==> src/rtl/msp_pkg.sv <==
// Shared definitions for the compact serial port: register word indices
// and the state encodings of the transmit and receive sequencers.
package msp_pkg;
    localparam logic [3:0] OFS_DATA = 4'd0;
    localparam logic [3:0] OFS_IEN  = 4'd1;
    localparam logic [3:0] OFS_IID  = 4'd2;
    localparam logic [3:0] OFS_LCTL = 4'd3;
    localparam logic [3:0] OFS_MCTL = 4'd4;
    localparam logic [3:0] OFS_LSTS = 4'd5;
    localparam logic [3:0] OFS_MSTS = 4'd6;
    localparam logic [3:0] OFS_SCR  = 4'd7;
    localparam logic [3:0] OFS_XCTL = 4'd8;
    localparam logic [3:0] OFS_XSTS = 4'd9;
    localparam logic [3:0] OFS_BAUD = 4'd10;

    typedef enum logic [1:0] {
        TX_IDLE  = 2'd0,
        TX_START = 2'd1,
        TX_DATA  = 2'd2,
        TX_STOP  = 2'd3
    } tx_state_e;

    typedef enum logic [1:0] {
        RX_IDLE  = 2'd0,
        RX_START = 2'd1,
        RX_DATA  = 2'd2,
        RX_STOP  = 2'd3
    } rx_state_e;
endpackage

==> src/rtl/msp_fifo.sv <==
// Synchronous first-in first-out queue with flush and fill level.
// Assumes: the caller never pushes when full nor pops when empty;
// flush has priority over a push or pop in the same cycle.
module msp_fifo #(
    parameter int W     = 8,
    parameter int DEPTH = 8
) (
    input  logic                         clk,
    input  logic                         rst_n,
    input  logic                         flush_i,
    input  logic                         push_i,
    input  logic [W-1:0]                 din_i,
    input  logic                         pop_i,
    output logic [W-1:0]                 head_o,
    output logic [$clog2(DEPTH+1)-1:0]   level_o,
    output logic                         full_o,
    output logic                         empty_o
);
    localparam int PW = (DEPTH > 1) ? $clog2(DEPTH) : 1;
    localparam int CW = $clog2(DEPTH + 1);

    logic [W-1:0]  mem [DEPTH];
    logic [PW-1:0] wr_ptr, rd_ptr;
    logic [CW-1:0] count;

    function automatic logic [PW-1:0] bump(input logic [PW-1:0] p);
        return (p == PW'(DEPTH - 1)) ? '0 : p + PW'(1);
    endfunction

    // Storage write: no reset needed, contents are qualified by count.
    always_ff @(posedge clk) begin
        if (push_i) mem[wr_ptr] <= din_i;
    end

    // Pointer and level bookkeeping.
    always_ff @(posedge clk) begin
        if (!rst_n || flush_i) begin
            wr_ptr <= '0;
            rd_ptr <= '0;
            count  <= '0;
        end else begin
            if (push_i) wr_ptr <= bump(wr_ptr);
            if (pop_i)  rd_ptr <= bump(rd_ptr);
            count <= count + CW'(push_i) - CW'(pop_i);
        end
    end

    assign head_o  = mem[rd_ptr];
    assign level_o = count;
    assign full_o  = (count == CW'(DEPTH));
    assign empty_o = (count == '0);

    a_r5_no_overflow: assert property (@(posedge clk) disable iff (!rst_n)
        push_i |-> !full_o);
    a_r4_no_underflow: assert property (@(posedge clk) disable iff (!rst_n)
        pop_i |-> !empty_o);
endmodule

==> src/rtl/msp_tx.sv <==
// Transmit sequencer: pulls one byte from the queue when enabled and idle,
// sends start, 7 or 8 data bits LSB first, and stop, each 8*divisor cycles.
// Assumes: div_i and eight_i are stable during a frame (data size is
// latched at frame start); break overrides the line combinationally.
module msp_tx
    import msp_pkg::*;
#(
    parameter int DW    = 8,
    parameter int DIV_W = 16
) (
    input  logic             clk,
    input  logic             rst_n,
    input  logic             enable_i,
    input  logic [DIV_W-1:0] div_i,
    input  logic             eight_i,
    input  logic             brk_i,
    input  logic             empty_i,
    input  logic [DW-1:0]    data_i,
    output logic             pop_o,
    output logic             txd_o,
    output logic             idle_o
);
    localparam int CNT_W = DIV_W + 3;
    localparam int BC_W  = $clog2(DW + 1);

    tx_state_e         state;
    logic [CNT_W-1:0]  cnt;
    logic [DW-1:0]     shreg;
    logic [BC_W-1:0]   left;
    logic              line;
    logic [DIV_W-1:0]  eff_div;
    logic [CNT_W-1:0]  period;
    logic              tick;

    assign eff_div = (div_i == '0) ? DIV_W'(1) : div_i;
    assign period  = {eff_div, 3'b000};
    assign tick    = (cnt == period - CNT_W'(1));
    assign pop_o   = (state == TX_IDLE) && enable_i && !empty_i;

    // Frame sequencer: advances one bit per period and drives the line level.
    always_ff @(posedge clk) begin
        if (!rst_n) begin
            state <= TX_IDLE;
            cnt   <= '0;
            shreg <= '0;
            left  <= '0;
            line  <= 1'b1;
        end else begin
            case (state)
                TX_IDLE: begin
                    cnt  <= '0;
                    line <= 1'b1;
                    if (pop_o) begin
                        shreg <= data_i;
                        left  <= eight_i ? BC_W'(DW) : BC_W'(DW - 1);
                        line  <= 1'b0;
                        state <= TX_START;
                    end
                end
                TX_START: begin
                    if (tick) begin
                        cnt   <= '0;
                        line  <= shreg[0];
                        shreg <= shreg >> 1;
                        left  <= left - BC_W'(1);
                        state <= TX_DATA;
                    end else begin
                        cnt <= cnt + CNT_W'(1);
                    end
                end
                TX_DATA: begin
                    if (tick) begin
                        cnt <= '0;
                        if (left == '0) begin
                            line  <= 1'b1;
                            state <= TX_STOP;
                        end else begin
                            line  <= shreg[0];
                            shreg <= shreg >> 1;
                            left  <= left - BC_W'(1);
                        end
                    end else begin
                        cnt <= cnt + CNT_W'(1);
                    end
                end
                TX_STOP: begin
                    if (tick) begin
                        cnt   <= '0;
                        state <= TX_IDLE;
                    end else begin
                        cnt <= cnt + CNT_W'(1);
                    end
                end
                default: state <= TX_IDLE;
            endcase
        end
    end

    assign txd_o  = line & ~brk_i;
    assign idle_o = (state == TX_IDLE);

    a_r2_start_low: assert property (@(posedge clk) disable iff (!rst_n)
        (state == TX_START) |-> !txd_o);
    a_r2_stop_high: assert property (@(posedge clk) disable iff (!rst_n)
        (state == TX_STOP && !brk_i) |-> txd_o);
endmodule

==> src/rtl/msp_rx.sv <==
// Receive sequencer: synchronises the line, confirms a start bit at its
// midpoint, samples data bits at bit centres LSB first, and emits a one-cycle
// push at the stop-bit centre without checking the stop level.
// Assumes: enable_i is only looked at while idle; a frame in progress completes.
module msp_rx
    import msp_pkg::*;
#(
    parameter int DW    = 8,
    parameter int DIV_W = 16
) (
    input  logic             clk,
    input  logic             rst_n,
    input  logic             enable_i,
    input  logic [DIV_W-1:0] div_i,
    input  logic             eight_i,
    input  logic             rxd_i,
    output logic             push_o,
    output logic [DW-1:0]    data_o,
    output logic             idle_o
);
    localparam int CNT_W = DIV_W + 3;
    localparam int BC_W  = $clog2(DW + 1);

    rx_state_e         state;
    logic [CNT_W-1:0]  cnt;
    logic [DW-1:0]     shreg;
    logic [BC_W-1:0]   left;
    logic              mode8;
    logic              sync1, rxs;
    logic              push_q;
    logic [DIV_W-1:0]  eff_div;
    logic [CNT_W-1:0]  period, half;
    logic              tick;

    assign eff_div = (div_i == '0) ? DIV_W'(1) : div_i;
    assign period  = {eff_div, 3'b000};
    assign half    = {1'b0, eff_div, 2'b00};
    assign tick    = (cnt == period - CNT_W'(1));

    // Two-flop synchroniser for the asynchronous line.
    always_ff @(posedge clk) begin
        if (!rst_n) begin
            sync1 <= 1'b1;
            rxs   <= 1'b1;
        end else begin
            sync1 <= rxd_i;
            rxs   <= sync1;
        end
    end

    // Frame sequencer: start check, data sampling and completion pulse.
    always_ff @(posedge clk) begin
        if (!rst_n) begin
            state  <= RX_IDLE;
            cnt    <= '0;
            shreg  <= '0;
            left   <= '0;
            mode8  <= 1'b1;
            push_q <= 1'b0;
        end else begin
            push_q <= 1'b0;
            case (state)
                RX_IDLE: begin
                    cnt <= '0;
                    if (enable_i && !rxs) state <= RX_START;
                end
                RX_START: begin
                    if (cnt == half - CNT_W'(1)) begin
                        cnt <= '0;
                        if (!rxs) begin
                            left  <= eight_i ? BC_W'(DW) : BC_W'(DW - 1);
                            mode8 <= eight_i;
                            state <= RX_DATA;
                        end else begin
                            state <= RX_IDLE;
                        end
                    end else begin
                        cnt <= cnt + CNT_W'(1);
                    end
                end
                RX_DATA: begin
                    if (tick) begin
                        cnt   <= '0;
                        shreg <= {rxs, shreg[DW-1:1]};
                        left  <= left - BC_W'(1);
                        if (left == BC_W'(1)) state <= RX_STOP;
                    end else begin
                        cnt <= cnt + CNT_W'(1);
                    end
                end
                RX_STOP: begin
                    if (tick) begin
                        cnt    <= '0;
                        push_q <= 1'b1;
                        state  <= RX_IDLE;
                    end else begin
                        cnt <= cnt + CNT_W'(1);
                    end
                end
                default: state <= RX_IDLE;
            endcase
        end
    end

    assign push_o = push_q;
    assign data_o = mode8 ? shreg : {1'b0, shreg[DW-1:1]};
    assign idle_o = (state == RX_IDLE);

    a_r4_push_single: assert property (@(posedge clk) disable iff (!rst_n)
        push_o |=> !push_o);
endmodule

==> src/rtl/mini_serial_port.sv <==
// Compact serial port top: register file, interrupt logic, two queues and
// the transmit/receive sequencers.
// Assumes: BUS_W >= 16 and >= DIV_W; FIFO_DEPTH <= 15 so levels fit the
// 4-bit status fields; reg_rdata is combinational, reg_rd fires side effects.
module mini_serial_port
    import msp_pkg::*;
#(
    parameter int DW         = 8,
    parameter int FIFO_DEPTH = 8,
    parameter int DIV_W      = 16,
    parameter int BUS_W      = 16,
    parameter int DIV_RESET  = 1
) (
    input  logic             clk,
    input  logic             rst_n,
    input  logic [3:0]       reg_addr,
    input  logic             reg_wr,
    input  logic             reg_rd,
    input  logic [BUS_W-1:0] reg_wdata,
    output logic [BUS_W-1:0] reg_rdata,
    input  logic             rxd,
    input  logic             cts,
    output logic             txd,
    output logic             rts,
    output logic             irq
);
    localparam int LVL_W = $clog2(FIFO_DEPTH + 1);

    logic [1:0]       ien;
    logic [1:0]       dsize;
    logic             brk;
    logic             rts_q;
    logic [7:0]       scratch;
    logic [1:0]       xctl;
    logic [DIV_W-1:0] baud;
    logic             overrun;

    logic [DW-1:0]    tx_head, rx_head, rx_byte;
    logic [LVL_W-1:0] tx_level, rx_level;
    logic             tx_full, tx_empty, rx_full, rx_empty;
    logic             tx_push, tx_pop, rx_push_raw, rx_push, rx_pop;
    logic             tx_flush, rx_flush;
    logic             tx_idle, rx_idle;
    logic             eight;
    logic             int_rx, int_tx;
    logic             wr_hit_iid, rd_hit_lsts;

    assign eight       = (dsize == 2'b11);
    assign wr_hit_iid  = reg_wr && (reg_addr == OFS_IID);
    assign rd_hit_lsts = reg_rd && (reg_addr == OFS_LSTS);
    assign rx_flush    = wr_hit_iid && reg_wdata[1];
    assign tx_flush    = wr_hit_iid && reg_wdata[2];
    assign tx_push     = reg_wr && (reg_addr == OFS_DATA) && !tx_full;
    assign rx_pop      = reg_rd && (reg_addr == OFS_DATA) && !rx_empty;
    assign rx_push     = rx_push_raw && !rx_full;

    // Software-visible control registers.
    always_ff @(posedge clk) begin
        if (!rst_n) begin
            ien     <= 2'b00;
            dsize   <= 2'b11;
            brk     <= 1'b0;
            rts_q   <= 1'b0;
            scratch <= 8'h00;
            xctl    <= 2'b11;
            baud    <= DIV_W'(DIV_RESET);
        end else if (reg_wr) begin
            case (reg_addr)
                OFS_IEN:  ien     <= reg_wdata[1:0];
                OFS_LCTL: begin
                    dsize <= reg_wdata[1:0];
                    brk   <= reg_wdata[6];
                end
                OFS_MCTL: rts_q   <= reg_wdata[1];
                OFS_SCR:  scratch <= reg_wdata[7:0];
                OFS_XCTL: xctl    <= reg_wdata[1:0];
                OFS_BAUD: baud    <= reg_wdata[DIV_W-1:0];
                default: ;
            endcase
        end
    end

    // Overrun flag: set by a dropped byte, cleared by a line status read.
    always_ff @(posedge clk) begin
        if (!rst_n)                      overrun <= 1'b0;
        else if (rx_push_raw && rx_full) overrun <= 1'b1;
        else if (rd_hit_lsts)            overrun <= 1'b0;
    end

    msp_fifo #(.W(DW), .DEPTH(FIFO_DEPTH)) u_tx_fifo (
        .clk(clk), .rst_n(rst_n), .flush_i(tx_flush),
        .push_i(tx_push), .din_i(reg_wdata[DW-1:0]), .pop_i(tx_pop),
        .head_o(tx_head), .level_o(tx_level), .full_o(tx_full), .empty_o(tx_empty)
    );

    msp_fifo #(.W(DW), .DEPTH(FIFO_DEPTH)) u_rx_fifo (
        .clk(clk), .rst_n(rst_n), .flush_i(rx_flush),
        .push_i(rx_push), .din_i(rx_byte), .pop_i(rx_pop),
        .head_o(rx_head), .level_o(rx_level), .full_o(rx_full), .empty_o(rx_empty)
    );

    msp_tx #(.DW(DW), .DIV_W(DIV_W)) u_tx (
        .clk(clk), .rst_n(rst_n), .enable_i(xctl[1]), .div_i(baud),
        .eight_i(eight), .brk_i(brk), .empty_i(tx_empty), .data_i(tx_head),
        .pop_o(tx_pop), .txd_o(txd), .idle_o(tx_idle)
    );

    msp_rx #(.DW(DW), .DIV_W(DIV_W)) u_rx (
        .clk(clk), .rst_n(rst_n), .enable_i(xctl[0]), .div_i(baud),
        .eight_i(eight), .rxd_i(rxd), .push_o(rx_push_raw), .data_o(rx_byte),
        .idle_o(rx_idle)
    );

    // Interrupt sources: receive takes precedence in the identify register.
    assign int_rx = ien[0] && !rx_empty;
    assign int_tx = ien[1] && tx_empty && !int_rx;
    assign irq    = int_rx || int_tx;
    assign rts    = rts_q;

    // Read multiplexer; unused bits stay 0.
    always_comb begin
        reg_rdata = '0;
        case (reg_addr)
            OFS_DATA: reg_rdata[DW-1:0] = rx_head & {DW{!rx_empty}};
            OFS_IEN:  reg_rdata[1:0]    = ien;
            OFS_IID:  reg_rdata[2:0]    = {int_rx, int_tx, !irq};
            OFS_LCTL: begin
                reg_rdata[1:0] = dsize;
                reg_rdata[6]   = brk;
            end
            OFS_MCTL: reg_rdata[1]      = rts_q;
            OFS_LSTS: begin
                reg_rdata[0] = !rx_empty;
                reg_rdata[1] = overrun;
                reg_rdata[5] = !tx_full;
                reg_rdata[6] = tx_empty && tx_idle;
            end
            OFS_MSTS: reg_rdata[5]      = cts;
            OFS_SCR:  reg_rdata[7:0]    = scratch;
            OFS_XCTL: reg_rdata[1:0]    = xctl;
            OFS_XSTS: begin
                reg_rdata[0]          = !rx_empty;
                reg_rdata[1]          = !tx_full;
                reg_rdata[2]          = rx_idle;
                reg_rdata[3]          = tx_idle;
                reg_rdata[8 +: LVL_W]  = rx_level;
                reg_rdata[12 +: LVL_W] = tx_level;
            end
            OFS_BAUD: reg_rdata[DIV_W-1:0] = baud;
            default: ;
        endcase
    end

    a_r6_overrun_sets: assert property (@(posedge clk) disable iff (!rst_n)
        (rx_push_raw && rx_full) |=> overrun);
    a_r6_overrun_sticky: assert property (@(posedge clk) disable iff (!rst_n)
        (overrun && !rd_hit_lsts) |=> overrun);
    a_r7_rx_raises_irq: assert property (@(posedge clk) disable iff (!rst_n)
        (ien[0] && rx_level != '0) |-> irq);
    a_r9_tx_held: assert property (@(posedge clk) disable iff (!rst_n)
        !xctl[1] |-> !tx_pop);
    a_r9_rx_held: assert property (@(posedge clk) disable iff (!rst_n)
        (!xctl[0] && rx_idle) |=> !rx_push_raw);
endmodule

==> config.mk <==
export PLATFORM = sky130hd
export DESIGN_NAME = mini_serial_port
export DESIGN_NICKNAME = d
export VERILOG_FILES = /design/src/rtl/msp_pkg.sv /design/src/rtl/msp_fifo.sv /design/src/rtl/msp_tx.sv /design/src/rtl/msp_rx.sv /design/src/rtl/mini_serial_port.sv
export SDC_FILE = /design/constraint.sdc
export NUM_CORES = 1
export LEC_CHECK = 0
export BUFFER_PORTS_ARGS = -buffer_cell sky130_fd_sc_hd__buf_2
export CORE_ASPECT_RATIO = 0.8
export CORE_UTILIZATION = 30
export DETAILED_ROUTE_END_ITERATION = 8
export GPL_TIMING_DRIVEN = 0
export SETUP_SLACK_MARGIN = 0.2
export SLEW_MARGIN = 40
export SYNTH_ARGS = -nofsm -noshare
export SYNTH_HDL_FRONTEND = slang
export SYNTH_SLANG_ARGS = --single-unit
==> constraint.sdc <==
create_clock -name clk -period 4.7 [get_ports clk]
set_input_delay 1.41 -clock clk [delete_from_list [all_inputs] [get_ports clk]]
set_output_delay 1.41 -clock clk [all_outputs]
set_load 0.005 [all_outputs]
==> flow_summary.ini, run 1 <==
[synth]
yosysUniqueCellTypes = 73
syn_area_mm2 = 0.0126
yosysSeqAreaShare_pct = 51.0
ys.flop_type = dfxtp_1
avgSynthCellArea_um2 = 10.7
synth_fp_nets = 1244
yosys_warnings = 0
synth_edf_count = 128
postSynthCellCount = 1186
synthArstFlopShare_pct = 0
synth_seq_cells = 258

[critical_path]
arrival_ns = 2.97
r2r-end = u_rx.cnt[9]$_SDFF_PN0_
rrSetupSlack_ns = 0.36
critPathKind = in2out
cp_data_required_time_ns = 3.29
rr_worst_depth = 15
crit_fanout = 10
max_stage_delay_ns = 0.31
start_kind = input port
slowest_stage = clkbuf_1
endpoint_kind = output pin
path_cells = clkbuf_1, nand2b_1, nor2_2, clkbuf_2, a22o_1, buf_2
reg2reg_from = baud[15]$_SDFFE_PN0P_
crit_family = buffers and inverters
cp_num_buf_inv = 3

[detailed_routing]
routed_wl_um = 32900
ant_nets = 0
num_vias = 9396
via_per_inst = 5.12
route.detailed.drc = 0
dr.first_iter.drc_count = 816
routedWlPerCell_um = 17.9
first_pass_iters = 5

[grt]
overflow = 0
grt_pass1_wl_um = 50900
grtUsageTotal_pct = 15.2
grt_max_degree = 16
antenna_found_initial = 0
grt_pass1_vias = 8852

[cts]
cts_buffers = 25
clkSlewWorstSetupHoldPaths_ns = 0.06
clock-sinks = 258
clkLatencyLatePin_ns = 0.54
cts_tree = built
clockRootBuffer = clkbuf_16
clockBufferDepth = 3
cts-htree-levels = 1

[timing]
setup_violations = 0
hold_viol = 0
maxSlewHeadroom_pct = 46.4
holdWs_ns = 0.412
min_period_over_period_pct = 93.3
final-max-slew-violation-count = 0
rsz0062_at_grt = yes
post-route-min-period_ns = 4.38
fin_worst_skew_ns = 0.0170
tightestPinTransition_ns = 0.800
max_clock_freq_mhz = 228

[place]
gp_congestion = 0.918
dp_hpwl_um = 24200
port-buffer-count = 41
postPlaceCellArea_mm2 = 0.0137

[finish]
nFillCells = 4079
final_area_mm2 = 0.0147
nNetsFinal = 1332
n_antenna_cell = 0
drive_above_1_share_pct = 15.8
area_delta_synth_final_pct = 15.9

[floorplanning]
die_w_um = 232
fp-row-count = 66
ios = 45
die_area_mm2 = 0.0430
die_h_um = 186
start_util_pct = 30.8
core_mm2 = 0.0411

[power]
internal_power_mw = 3.92
swShare_pct = 27.2
seqPwrFrac_pct = 46.4
p_per_area_mw_per_mm2 = 367
switchingPower_mw = 1.46
ir_worst_vdd_uv = 311
p_leak_nw = 5.10
p_comb_share_pct = 17.3
clkPwrFrac_pct = 36.3

[worst_hold_path]
whs_path_depth = 1
worstHoldStart = u_rx.sync1$_SDFF_PN1_
holdPathEnd = u_rx.rxs$_SDFF_PN1_
hold_class = reg2reg

[status]
status = finished clean

[job]
maxCapViolCount = 0
layout make-up:
cell class	count	area, µm²	share of cell area, %
plain buffers	71	307	2.09
inverters	36	135	0.922
repair buffers	61	340	2.32
flip-flops and latches	258	6450	44.0
clock inverters	14	134	0.913
clock buffers	30	644	4.40
well taps	544	681	4.64
multi-input cells	821	5970	40.7
cell usage after synthesis (7+ instances only):
library cell | count | share of area, %
mux4_2 | 32 | 5.7
or4_1 | 8 | 0.47
inv_1 | 35 | 1.0
clkbuf_1 | 58 | 1.7
mux2_2 | 9 | 0.80
mux2i_1 | 35 | 2.8
nand2_1 | 131 | 3.9
nand2b_1 | 17 | 0.84
nor2_1 | 121 | 3.6
nand3_1 | 48 | 1.9
dfxtp_1 | 130 | 21
nor3b_1 | 9 | 0.53
nand4_1 | 17 | 0.84
ha_1 | 30 | 3.0
a21oi_1 | 62 | 2.5
edfxtp_1 | 128 | 30
o21ai_0 | 26 | 1.0
o211ai_1 | 9 | 0.53
nor3_1 | 30 | 1.2
xor2_1 | 39 | 2.7
xnor2_1 | 45 | 3.1
and3_1 | 13 | 0.64
nor4_1 | 14 | 0.69
nor2b_1 | 9 | 0.45
a22o_1 | 9 | 0.62
buf_2 | 7 | 0.28
o2111ai_1 | 8 | 0.55
cell families (layout without fill, tap and decap cells):
kind of cell    after synthesis  after routing  synth area share (%)
simple gates                454            454                  17.3
flops                       258            258                  51.0
fa+ha+maj                    32             32                  3.28
xor+xnor                     89             89                  6.72
mux                          76             76                  9.27
compound gates              170            170                  9.18
buf+inv                     107            212                  3.24
through the flow:
stage          cells  total power [mW]  utilization, %  setup WS, ns  setup TNS [ns]
3_5_place_dp    1782              3.44            33.2         -1.09          -53.84
5_1_grt         1835              5.66            35.6        0.0831               0
4_1_cts         1827              5.42            35.3         0.207               0
6_report        1835              5.39            35.6         0.317               0
3_3_place_gp    1771              3.42            32.9        -0.963          -49.12
2_1_floorplan   1186              3.20               -         0.340               0
sequential cells by signal, summed over array words and instances (netlist names), 3 cells and up, named ones only:
| register | count |
|---|---|
| u_tx_fifo.rd_ptr | 3 |
| u_tx_fifo.level_o | 4 |
| u_tx_fifo.wr_ptr | 3 |
| u_rx.shreg | 8 |
| u_tx.shreg | 8 |
| u_rx_fifo.rd_ptr | 3 |
| u_rx_fifo.mem | 64 |
| u_tx.cnt | 19 |
| baud | 16 |
| scratch | 8 |
| u_rx_fifo.wr_ptr | 3 |
| u_rx_fifo.level_o | 4 |
| u_rx.cnt | 19 |
| u_rx.left | 4 |
| u_tx.left | 4 |
| u_tx_fifo.mem | 64 |
worst max-delay path by stage:
stage | startpoint | endpoint | slack [ns] | depth (start not counted)
2_1_floorplan | baud[6]$_SDFFE_PN0P_ | u_tx.left[3]$_SDFFE_PN0P_ | 0.34 | 14
5_1_grt | baud[8]$_SDFFE_PN0P_ | u_rx.cnt[13]$_SDFF_PN0_ | 0.08 | 16
3_5_place_dp | baud[8]$_SDFFE_PN0P_ | u_tx.cnt[13]$_SDFF_PP0_ | -1.09 | 15
4_1_cts | reg_addr[1] | reg_rdata[15] | 0.21 | 6
3_3_place_gp | baud[8]$_SDFFE_PN0P_ | u_tx.cnt[13]$_SDFF_PP0_ | -0.96 | 15
6_report | reg_addr[1] | reg_rdata[15] | 0.32 | 6
power groups by stage:
stage	combinational [mW]	clock [mW]	sequential (mW)
4_1_cts	0.910	2.01	2.50
5_1_grt	1.05	2.11	2.51
3_5_place_dp	0.898	0	2.55
2_1_floorplan	0.670	0	2.53
3_3_place_gp	0.878	0	2.54
6_report	0.931	1.96	2.50
cell usage in the layout, fill, tap and decap left out, types with 6 or more instances in the layout:
| master | netlist | routed |
|---|---|---|
| o2111ai_1 | 8 | 7 |
| nor2b_1 | 9 | 9 |
| mux2_2 | 9 | 9 |
| a22o_1 | 9 | 9 |
| and3_1 | 13 | 13 |
| nand2b_1 | 17 | 17 |
| clkbuf_16 | 0 | 25 |
| nand2_1 | 131 | 130 |
| xnor2_1 | 45 | 45 |
| nor3b_1 | 9 | 8 |
| or3_1 | 6 | 6 |
| nand3_1 | 48 | 48 |
| or4_1 | 8 | 8 |
| edfxtp_1 | 128 | 128 |
| xor2_1 | 39 | 39 |
| o21ai_0 | 26 | 25 |
| clkbuf_2 | 0 | 10 |
| inv_1 | 35 | 35 |
| a21oi_1 | 62 | 62 |
| buf_2 | 7 | 54 |
| mux4_2 | 32 | 32 |
| nor2_2 | 0 | 7 |
| o211ai_1 | 9 | 9 |
| nor4_1 | 14 | 7 |
| ha_1 | 30 | 30 |
| and2_1 | 6 | 6 |
| buf_4 | 0 | 14 |
| dfxtp_1 | 130 | 130 |
| nor2_1 | 121 | 114 |
| mux2i_1 | 35 | 35 |
| nor4_2 | 0 | 6 |
| nand4_1 | 17 | 17 |
| clkbuf_1 | 58 | 52 |
| nor3_1 | 30 | 20 |
| nor3_2 | 0 | 9 |
per-layer routing:
layer  global-route usage [%]  up-vias  part of all wire (%)
li1                         -     4504                     -
met1                     22.4     4541                    48
met2                     22.6      296                    42
met3                     2.18       55                   6.0
met4                     5.58        0                   3.5
met5                        0        -                     0
what timing repair did:
item / in CTS / in global routing
endpoints found under the setup margin: 72 / 67
buffers inserted: 1 / 8
hold buffers: 0 / 0
pin swaps: 1 / 4
gates resized for setup: 19 / 22
Note: power is estimated with default switching activity, not from simulation.
==> run 2: changes to the inputs <==
--- a/config.mk
+++ b/config.mk
@@ -6,11 +6,9 @@
 export NUM_CORES = 1
 export LEC_CHECK = 0
 export BUFFER_PORTS_ARGS = -buffer_cell sky130_fd_sc_hd__buf_2
-export CORE_ASPECT_RATIO = 0.8
 export CORE_UTILIZATION = 30
 export DETAILED_ROUTE_END_ITERATION = 8
 export GPL_TIMING_DRIVEN = 0
-export SETUP_SLACK_MARGIN = 0.2
 export SLEW_MARGIN = 40
 export SYNTH_ARGS = -nofsm -noshare
 export SYNTH_HDL_FRONTEND = slang
==> constraint.sdc (replaced) <==
create_clock -name clk -period 4.7 [get_ports clk]
set_input_delay 0.47 -clock clk [delete_from_list [all_inputs] [get_ports clk]]
set_output_delay 0.47 -clock clk [all_outputs]
set_load 0.005 [all_outputs]
==> run 2 against run 1 <==
Effect of this change:
- clock-buffer cell count is 15 higher
- global-route usage about the same
- non-clock buffer count down 19
- via count decreased by 0.26%
- sequential power hardly changed
- hold slack lost 0.28 ns
- total power increased by 3.5%
- worst setup slack got worse by 0.025 ns
- flip-flop and latch count unchanged
- critical endpoint is now u_rx.left[3]$_SDFFE_PN0P_
==> flow_summary.ini, run 2 (synthesis gave the netlist of run 1 again) <==
[status]
status = finished clean

[detailed_routing]
first_pass_iters = 8
routed_wl_um = 33500
routedWlPerCell_um = 18.5
via_per_inst = 5.17
route.detailed.drc = 0
dr.first_iter.drc_count = 685
ant_nets = 0
num_vias = 9372

[power]
p_comb_share_pct = 16.2
swShare_pct = 27.0
p_total_mw = 5.57
clkPwrFrac_pct = 39.0
ir_worst_vdd_uv = 296
p_leak_nw = 5.07
switchingPower_mw = 1.51
seqPwrFrac_pct = 44.9
p_per_area_mw_per_mm2 = 382
internal_power_mw = 4.07

[grt]
antenna_found_initial = 0
grt_pass1_vias = 9106
grtUsageTotal_pct = 15.2
grt_max_degree = 16
overflow = 0
grt_pass1_wl_um = 51500

[floorplanning]
core_mm2 = 0.0412
start_util_pct = 30.7
fp-row-count = 74
ios = 45
die_h_um = 207
die_area_mm2 = 0.0430
die_w_um = 207

[place]
postPlaceCellArea_mm2 = 0.0136
port-buffer-count = 41
dp_hpwl_um = 24000
gp_congestion = 0.880
dpl.cell_count = 1765

[finish]
n_antenna_cell = 0
multi_input_area_mm2 = 0.00593
final_cell_count_no_fill = 1813
nFillCells = 4088
area_delta_synth_final_pct = 15.4
final_area_mm2 = 0.0146
register_area_mm2 = 0.00645
nNetsFinal = 1317
drive_above_1_share_pct = 14.8
reg_top3 = u_rx_fifo.mem x64, u_tx_fifo.mem x64
layout_commonest_cell = nand2_1
layout_common_cells = nand2_1 (131), edfxtp_1 (128), dfxtp_1 (123), nor2_1 (117), a21oi_1 (62)
final_util_pct = 35.4

[cts]
clock-sinks = 258
clkSlewWorstSetupHoldPaths_ns = 0.06
clockRootBuffer = clkbuf_16
clkLatencyLatePin_ns = 0.56
cts_tree = built
hold_buffers = 0
clockBufferDepth = 3
cts-htree-levels = 1
cts_buffers = 29

[worst_hold_path]
hold_class = in2reg

[timing]
hold_viol = 0
maxSlewHeadroom_pct = 40.8
setup_violations = 0
tightestPinTransition_ns = 0.881
final-max-slew-violation-count = 0
post-route-min-period_ns = 4.41
rsz0062_at_grt = no
max_clock_freq_mhz = 227
fin_worst_skew_ns = 0.0203
min_period_over_period_pct = 93.8

[critical_path]
critPathKind = reg2reg
arrival_ns = 4.89
cp_data_required_time_ns = 5.18
crit_fanout = 10
endpoint_kind = flip-flop
start_kind = flip-flop

[job]
maxCapViolCount = 0
[run 2: metrics by stage]
| step | setup TNS, ns | setup WS [ns] | hold WS [ns] |
|---|---|---|---|
| after floorplan | 0 | 0.340 | 0.386 |
| after global placement | -50.94 | -0.985 | 0.401 |
| after detailed placement | -53.49 | -1.00 | 0.399 |
| after CTS | 0 | 0.146 | 0.125 |
| after global routing | 0 | 0.0193 | 0.142 |
| final | 0 | 0.292 | 0.129 |
[run 2: path summary, 6_finish.rpt]
path,slack (ns),startpoint,endpoint,cells past startpoint
setup reg to reg,0.29,baud[10]$_SDFFE_PN0P_,u_rx.left[3]$_SDFFE_PN0P_,14
setup / recovery,0.29,baud[10]$_SDFFE_PN0P_,u_rx.left[3]$_SDFFE_PN0P_,14
hold / removal,0.13,rxd,u_rx.sync1$_SDFF_PN1_,2
hold reg to reg,0.40,u_rx.sync1$_SDFF_PN1_,u_rx.rxs$_SDFF_PN1_,1
[run 2: power by group through the flow]
stage | logic, mW | clock network (mW) | registers [mW]
finish | 0.901 | 2.17 | 2.50
global route | 1.01 | 2.30 | 2.51
CTS | 0.908 | 2.21 | 2.50
detailed placement | 0.897 | 0 | 2.54
global placement | 0.884 | 0 | 2.54
floorplan | 0.670 | 0 | 2.53
[run 2: final cells by class]
| cell class | instances | area share (%) |
|---|---|---|
| clock inverters | 8 | 0.351 |
| plain buffers | 65 | 1.76 |
| inverters | 36 | 0.925 |
| clock buffers | 45 | 5.89 |
| flip-flops and latches | 258 | 44.2 |
| repair buffers | 48 | 1.70 |
| multi-input cells | 821 | 40.6 |
| well taps | 532 | 4.56 |
[run 2: critical path, stage by stage (launching register included)]
cell and delay, ns:
dfxtp_1 0.30, buf_2 0.29, nor4_4 0.11, a41oi_2 0.28, ha_1 0.38, nor3b_4 0.49, nand3_1 0.28, xnor2_1 0.30
or4b_2 0.61, nor4_1 0.32, o2111ai_1 0.20, buf_1 0.36, nand2_1 0.17, o21ai_0 0.09, a21oi_1 0.14
[run 2: metal layers]
metal / track usage [%] / share of wire, % / vias to the layer above
met5: 0 / 0 / -
met4: 5.84 / 3.4 / 0
met3: 1.83 / 4.7 / 62
met2: 24.7 / 46 / 272
met1: 20.8 / 46 / 4555
li1: - / - / 4483
[run 2: repair_timing]
action | in CTS | in global routing
gates resized for setup | 15 | 5
setup buffers | 1 | 0
setup endpoints to repair | 68 | 49
pin swaps | 1 | 0
